`config.mk`:
```
export PLATFORM = sky130hd
export DESIGN_NAME = bsp_election
export DESIGN_NICKNAME = d
export VERILOG_FILES = /design/src/rtl/bsp_election_pkg.sv /design/src/rtl/bsp_quiet_detect.sv /design/src/rtl/bsp_prio_arbiter.sv /design/src/rtl/bsp_agent_fsm.sv /design/src/rtl/bsp_election.sv
export SDC_FILE = /design/constraint.sdc
export NUM_CORES = 1
export LEC_CHECK = 0
export ABC_AREA = 1
export BUFFER_PORTS_ARGS = -buffer_cell sky130_fd_sc_hd__buf_2
export CORE_MARGIN = 2
export CORE_UTILIZATION = 30
export DETAILED_ROUTE_END_ITERATION = 10
export SETUP_SLACK_MARGIN = 0.15
export SLEW_MARGIN = 20
export SYNTH_ARGS = -nofsm -noshare
export SYNTH_HDL_FRONTEND = slang
export SYNTH_SLANG_ARGS = --single-unit
```
`constraint.sdc`:
```
create_clock -name clk -period 8.5 [get_ports clk]
set_clock_uncertainty 0.15 [all_clocks]
set_input_delay 0.425 -clock clk [delete_from_list [all_inputs] [get_ports clk]]
set_output_delay 0.425 -clock clk [all_outputs]
set_load 0.1 [all_outputs]
```
`src/rtl/bsp_election_pkg.sv`:
```
package bsp_election_pkg;

  typedef enum logic [2:0] {
    ST_RESET      = 3'd0,
    ST_SELFTEST   = 3'd1,
    ST_WAIT_QUIET = 3'd2,
    ST_ARB        = 3'd3,
    ST_BOOT       = 3'd4,
    ST_AP_WAIT    = 3'd5
  } agent_state_e;

  localparam logic [31:0] BOOT_VECTOR = 32'hFFFF_FFF0;

  // Terminal states hold until reset.
  function automatic logic is_terminal(agent_state_e s);
    return (s == ST_BOOT) || (s == ST_AP_WAIT);
  endfunction

endpackage

```
`src/rtl/bsp_quiet_detect.sv`:
```
module bsp_quiet_detect #(
  parameter int QUIET_CYCLES = 6
) (
  input  logic clk,
  input  logic rst_n,
  input  logic line_i,
  output logic change_o,
  output logic quiet_o
);
  localparam int CW = $clog2(QUIET_CYCLES + 1);
  localparam logic [CW-1:0] LIMIT = CW'(QUIET_CYCLES);

  logic          prev_q;
  logic [CW-1:0] run_q;

  assign change_o = (line_i != prev_q);
  assign quiet_o  = (run_q == LIMIT);

  always_ff @(posedge clk) begin
    if (!rst_n) begin
      prev_q <= 1'b0;
      run_q  <= '0;
    end else begin
      prev_q <= line_i;
      if (change_o)
        run_q <= '0;
      else if (run_q != LIMIT)
        run_q <= run_q + 1'b1;
    end
  end
endmodule

```
`src/rtl/bsp_prio_arbiter.sv`:
```
module bsp_prio_arbiter #(
  parameter int N_AGENTS = 4,
  parameter int ID_W     = 8
) (
  input  logic [N_AGENTS*ID_W-1:0] ids_i,
  input  logic [N_AGENTS-1:0]      req_i,
  output logic [N_AGENTS-1:0]      grant_o,
  output logic                     grant_any_o
);
  // Priority is the ID itself: larger number, higher priority.
  function automatic logic [ID_W-1:0] prio_of(logic [ID_W-1:0] id);
    return id;
  endfunction

  logic [ID_W-1:0] best_prio;
  logic            found;

  always_comb begin
    best_prio = '0;
    found     = 1'b0;
    grant_o   = '0;
    for (int i = 0; i < N_AGENTS; i++) begin
      // Strictly greater keeps the lowest index on a tie.
      if (req_i[i] && (!found || prio_of(ids_i[i*ID_W +: ID_W]) > best_prio)) begin
        best_prio = prio_of(ids_i[i*ID_W +: ID_W]);
        found     = 1'b1;
        grant_o   = '0;
        grant_o[i] = 1'b1;
      end
    end
    grant_any_o = found;
  end
endmodule

```
`src/rtl/bsp_agent_fsm.sv`:
```
module bsp_agent_fsm
  import bsp_election_pkg::*;
(
  input  logic         clk,
  input  logic         rst_n,
  input  logic         bist_done_i,
  input  logic         bist_fail_i,
  input  logic         all_done_i,
  input  logic         quiet_i,
  input  logic         grant_i,
  output agent_state_e state_o,
  output logic         req_o,
  output logic         done_o,
  output logic         fail_o,
  output logic         bsp_flag_o
);
  agent_state_e st_q, st_d;
  logic         done_q, fail_q, flag_q;

  always_comb begin
    st_d = st_q;
    unique case (st_q)
      ST_RESET:      st_d = ST_SELFTEST;
      ST_SELFTEST:   if (all_done_i) st_d = ST_WAIT_QUIET;
      ST_WAIT_QUIET: if (quiet_i)    st_d = ST_ARB;
      ST_ARB:        st_d = grant_i ? ST_BOOT : ST_AP_WAIT;
      default:       st_d = st_q;
    endcase
  end

  always_ff @(posedge clk) begin
    if (!rst_n) begin
      st_q   <= ST_RESET;
      done_q <= 1'b0;
      fail_q <= 1'b0;
      flag_q <= 1'b0;
    end else begin
      st_q <= st_d;
      if (bist_done_i && !done_q) begin
        done_q <= 1'b1;
        fail_q <= bist_fail_i;
      end
      if (st_q == ST_ARB && grant_i)
        flag_q <= 1'b1;
    end
  end

  assign state_o    = st_q;
  assign req_o      = (st_q == ST_ARB) && !fail_q;
  assign done_o     = done_q;
  assign fail_o     = fail_q;
  assign bsp_flag_o = flag_q;
endmodule

```
`src/rtl/bsp_election.sv`:
```
module bsp_election
  import bsp_election_pkg::*;
#(
  parameter int N_AGENTS     = 4,
  parameter int ID_W         = 8,
  parameter int QUIET_CYCLES = 6
) (
  input  logic                     clk,
  input  logic                     rst_n,
  input  logic [N_AGENTS*ID_W-1:0] agent_ids_i,
  input  logic [N_AGENTS-1:0]      bist_done_i,
  input  logic [N_AGENTS-1:0]      bist_fail_i,
  input  logic                     bus_ready_i,
  output logic [3*N_AGENTS-1:0]    agent_state_o,
  output logic [N_AGENTS-1:0]      bsp_flag_o,
  output logic                     fetch_valid_o,
  output logic [31:0]              fetch_addr_o
);
  // Named internal events, observed by the bound checker.
  logic                line_change;
  logic                quiet;
  logic                all_done;
  logic                arb_any;
  logic                grant_any;
  logic [N_AGENTS-1:0] req_vec;
  logic [N_AGENTS-1:0] grant_vec;
  logic [N_AGENTS-1:0] done_vec;
  logic [N_AGENTS-1:0] fail_vec;
  logic [N_AGENTS-1:0] arb_vec;
  agent_state_e        st [N_AGENTS];

  bsp_quiet_detect #(.QUIET_CYCLES(QUIET_CYCLES)) u_quiet (
    .clk      (clk),
    .rst_n    (rst_n),
    .line_i   (bus_ready_i),
    .change_o (line_change),
    .quiet_o  (quiet)
  );

  bsp_prio_arbiter #(.N_AGENTS(N_AGENTS), .ID_W(ID_W)) u_arb (
    .ids_i       (agent_ids_i),
    .req_i       (req_vec),
    .grant_o     (grant_vec),
    .grant_any_o (grant_any)
  );

  for (genvar i = 0; i < N_AGENTS; i++) begin : g_agent
    bsp_agent_fsm u_fsm (
      .clk         (clk),
      .rst_n       (rst_n),
      .bist_done_i (bist_done_i[i]),
      .bist_fail_i (bist_fail_i[i]),
      .all_done_i  (all_done),
      .quiet_i     (quiet),
      .grant_i     (grant_vec[i]),
      .state_o     (st[i]),
      .req_o       (req_vec[i]),
      .done_o      (done_vec[i]),
      .fail_o      (fail_vec[i]),
      .bsp_flag_o  (bsp_flag_o[i])
    );
    assign agent_state_o[3*i +: 3] = st[i];
    assign arb_vec[i] = (st[i] == ST_ARB);
  end

  assign all_done      = &done_vec;
  assign arb_any       = |arb_vec;
  assign fetch_valid_o = |bsp_flag_o;
  assign fetch_addr_o  = fetch_valid_o ? BOOT_VECTOR : 32'h0;
endmodule


```
==> impl_metrics.env <==
export IMPL_post_dp_cell_area_sq_um=2630
export IMPL_yosys_register_bits=28
export IMPL_routed_wl_um=5270
export IMPL_synth_cell_types=36
export IMPL_whs_endpoint="u_quiet.prev_q"
export IMPL_grt_pass1_wl_um=8660
export IMPL_reg2reg_depth=35
export IMPL_dp_hpwl_um=4500
export IMPL_cts_tree="built"
export IMPL_maxCapViolCount=0
export IMPL_postSynth_asyncResetShare_pct=0
export IMPL_core_area_sq_um=7690
export IMPL_dp_cells=491
export IMPL_dr_pass1_iters=4
export IMPL_drive_gt1_share_pct=28.1
export IMPL_post_layout_nonfiller_instances=494
export IMPL_cts_sinks=28
export IMPL_gr_total_overflow=0
export IMPL_setup_violations_final=0
export IMPL_arrival_ns=4.83
export IMPL_avgSynthCellArea_sq_um=6.97
export IMPL_io_pins=92
export IMPL_synth_ff_type="dfxtp_1"
export IMPL_cts_resized_gates=0
export IMPL_grt_pass1_vias=1936
export IMPL_routedWlPerCell_um=10.7
export IMPL_slew_violations=0
export IMPL_postLayoutCellArea_sq_um=2670
export IMPL_cp_end_kind="flip-flop"
export IMPL_gp_congestion=0.769
export IMPL_regToRegEndpoint="g_agent[0].u_fsm.state_o[0]"
export IMPL_regArea_sq_um=561
export IMPL_synth_area_leader_cell="dfxtp_1"
export IMPL_min_path_type="primary input to flip-flop"
export IMPL_hold_violations=0
export IMPL_num_vias=2205
export IMPL_avgViaCountPerCell=4.46
export IMPL_required_ns=8.52
export IMPL_setup_worst_path_start_class="flip-flop"
export IMPL_clockBufferDepth=2
export IMPL_remaining_drc_errors=0
export IMPL_cts_root_buf="clkbuf_8"
export IMPL_clock_fmax_mhz=208
export IMPL_multi_input_area_sq_um=1300
export IMPL_die_area_sq_um=8620
export IMPL_post_cts_setup_buffers=0
export IMPL_diodes=0
export IMPL_num_rows=32
export IMPL_h_tree_depth=1
export IMPL_clk_pin_slew_ns=0.09
export IMPL_hold_depth=3
export IMPL_rr_startpoint="g_agent[0].u_fsm.state_o[1]"
export IMPL_outcome="complete, no violations"
export IMPL_tightest_slew_ns=0.725
export IMPL_reg2reg_slack_ns=3.69
export IMPL_synth_top_area_share_pct=23.7
export IMPL_syn_area_sq_um=2370
export IMPL_cpMaxStageDelayCell="dfxtp_1"
export IMPL_rsz0062_at_grt="no"
export IMPL_synthTopCellsByArea="dfxtp_1 24%, ha_1 14%, buf_4 11%, nand2_1 10%, inv_1 7.6%"
export IMPL_chipWidth_um=92.9
export IMPL_slowest_delay_ns=0.49
export IMPL_ant_nets=0
export IMPL_slew_headroom_pct=51.5
export IMPL_drt_iter0_drc=44
export IMPL_num_nets_final=463
export IMPL_worstHoldStart="bus_ready_i"
export IMPL_clkLatencyLatePin_ns=0.27
export IMPL_grt_max_degree=30
export IMPL_synth_edf_count=0
export IMPL_cts_buffers=3
export IMPL_finish_utilization_pct=34.7
export IMPL_yosysWarningCount=0
export IMPL_criticalPathCategory="flip-flop to flip-flop"
export IMPL_antenna_found_initial=0
export IMPL_fillers=851
export IMPL_die_h_um=92.9
export IMPL_cp_common_cell="nand2_1"
export IMPL_start_util_pct=30.8
export IMPL_syn2layout_area_growth_pct=12.7
export IMPL_io_buffers=87
export IMPL_postCtsHoldBufs=0
export IMPL_setup_tns_ns=0
export IMPL_layout_worst_path_cycle_share_pct=56.6
export IMPL_ys_seq_area_share_pct=23.7
export IMPL_syn_inst=340
export IMPL_min_period_ns=4.81
export IMPL_crit_fanout=17
export IMPL_track_usage_pct=12.2
==> flip-flops by register name, indices dropped and copies added, names as in the netlist <==
| register | count |
|---|---|
| g_agent.u_fsm.state_o | 12 |
| u_quiet.run_q | 3 |
| u_quiet.prev_q | 1 |
| g_agent.u_fsm.done_o | 4 |
| g_agent.u_fsm.fail_o | 4 |
| g_agent.u_fsm.bsp_flag_o | 4 |
==> kinds of logic (layout without fill, tap and decap cells) <==
group | Yosys count | count (layout) | share of synthesized area (%)
simple gates | 117 | 117 | 22.9
buf+inv | 95 | 144 | 21.9
compound gates | 70 | 70 | 16.6
flops | 28 | 28 | 23.7
fa+ha+maj | 26 | 26 | 13.7
xor+xnor | 3 | 3 | 1.11
other cells | 1 | 4 | 0.158
==> critical path: cells and delay by family (launching register included) <==
family	cells	cell delay [ns]
fa+ha+maj	3	0.85
compound gates	3	0.38
simple gates	26	2.63
buf+inv	3	0.21
flops	1	0.49
==> per-layer routing <==
metal	track usage [%]	vias to the layer above	routed length, um
met3	1.95	4	287
met4	2.21	0	70
met2	22.2	66	2540
li1	-	1169	-
met1	15.1	966	2370
met5	0	-	0
==> worst max path at each step <==
stage                                start                          end  slack (ns)  cells after the start
5_1_grt        g_agent[0].u_fsm.state_o[1]  g_agent[0].u_fsm.state_o[0]        3.07                     38
2_1_floorplan  g_agent[0].u_fsm.state_o[1]  g_agent[2].u_fsm.state_o[0]        3.47                     35
6_report       g_agent[0].u_fsm.state_o[1]  g_agent[0].u_fsm.state_o[0]        3.69                     35
3_3_place_gp   g_agent[0].u_fsm.state_o[1]  g_agent[0].u_fsm.state_o[0]        3.74                     36
4_1_cts        g_agent[0].u_fsm.state_o[1]  g_agent[0].u_fsm.state_o[0]        3.65                     35
3_5_place_dp   g_agent[0].u_fsm.state_o[1]  g_agent[0].u_fsm.state_o[0]        3.68                     35
==> layout by cell type (no fill, tap or decap), types with 2 or more instances in the layout <==
cell type,netlist,routed
nor2_2,3,3
nand2_1,64,64
nand2_4,2,2
xnor2_1,2,2
o21ai_0,7,7
o211ai_1,3,3
nand3_1,13,13
clkinv_1,2,2
o21ai_1,12,12
o21bai_1,5,5
ha_1,26,26
a211oi_1,2,2
a21oi_1,34,34
a21oi_2,2,2
a31oi_1,2,2
buf_2,0,87
nand2_2,5,5
nor2_1,17,17
dfxtp_1,28,28
inv_2,4,4
inv_1,48,48
clkbuf_8,0,3
nand4_1,5,5
nor3_1,2,2
o21a_1,2,2
conb_1,1,4
==> synthesized netlist by cell type (3+ instances only) <==
master,number
nand3_1,13
a21oi_1,34
nor2_1,17
buf_4,36
o21ai_1,12
ha_1,26
nor2_2,3
inv_2,4
dfxtp_1,28
nand2_1,64
o21ai_0,7
nand2_2,5
o21bai_1,5
o211ai_1,3
inv_1,48
nand4_1,5
==> cell type report <==
| cell class | count | share of cell area, % |
|---|---|---|
| Timing Repair Buffer | 87 | 16.3 |
| Tap cell | 102 | 4.78 |
| Inverter | 54 | 7.59 |
| Sequential cell | 28 | 21.0 |
| Clock buffer | 3 | 1.55 |
| Multi-Input combinational cell | 220 | 48.8 |
==> stage by stage <==
step / hold slack [ns] / setup slack (ns)
after global placement: 0.319 / 3.74
after CTS: 0.211 / 3.65
after global routing: 0.236 / 3.07
final: 0.217 / 3.69
after floorplan: 0.294 / 3.47
after detailed placement: 0.318 / 3.68
Power is not shown: default switching activity piles up to over one toggle a cycle in this logic, so the estimate is an artifact.
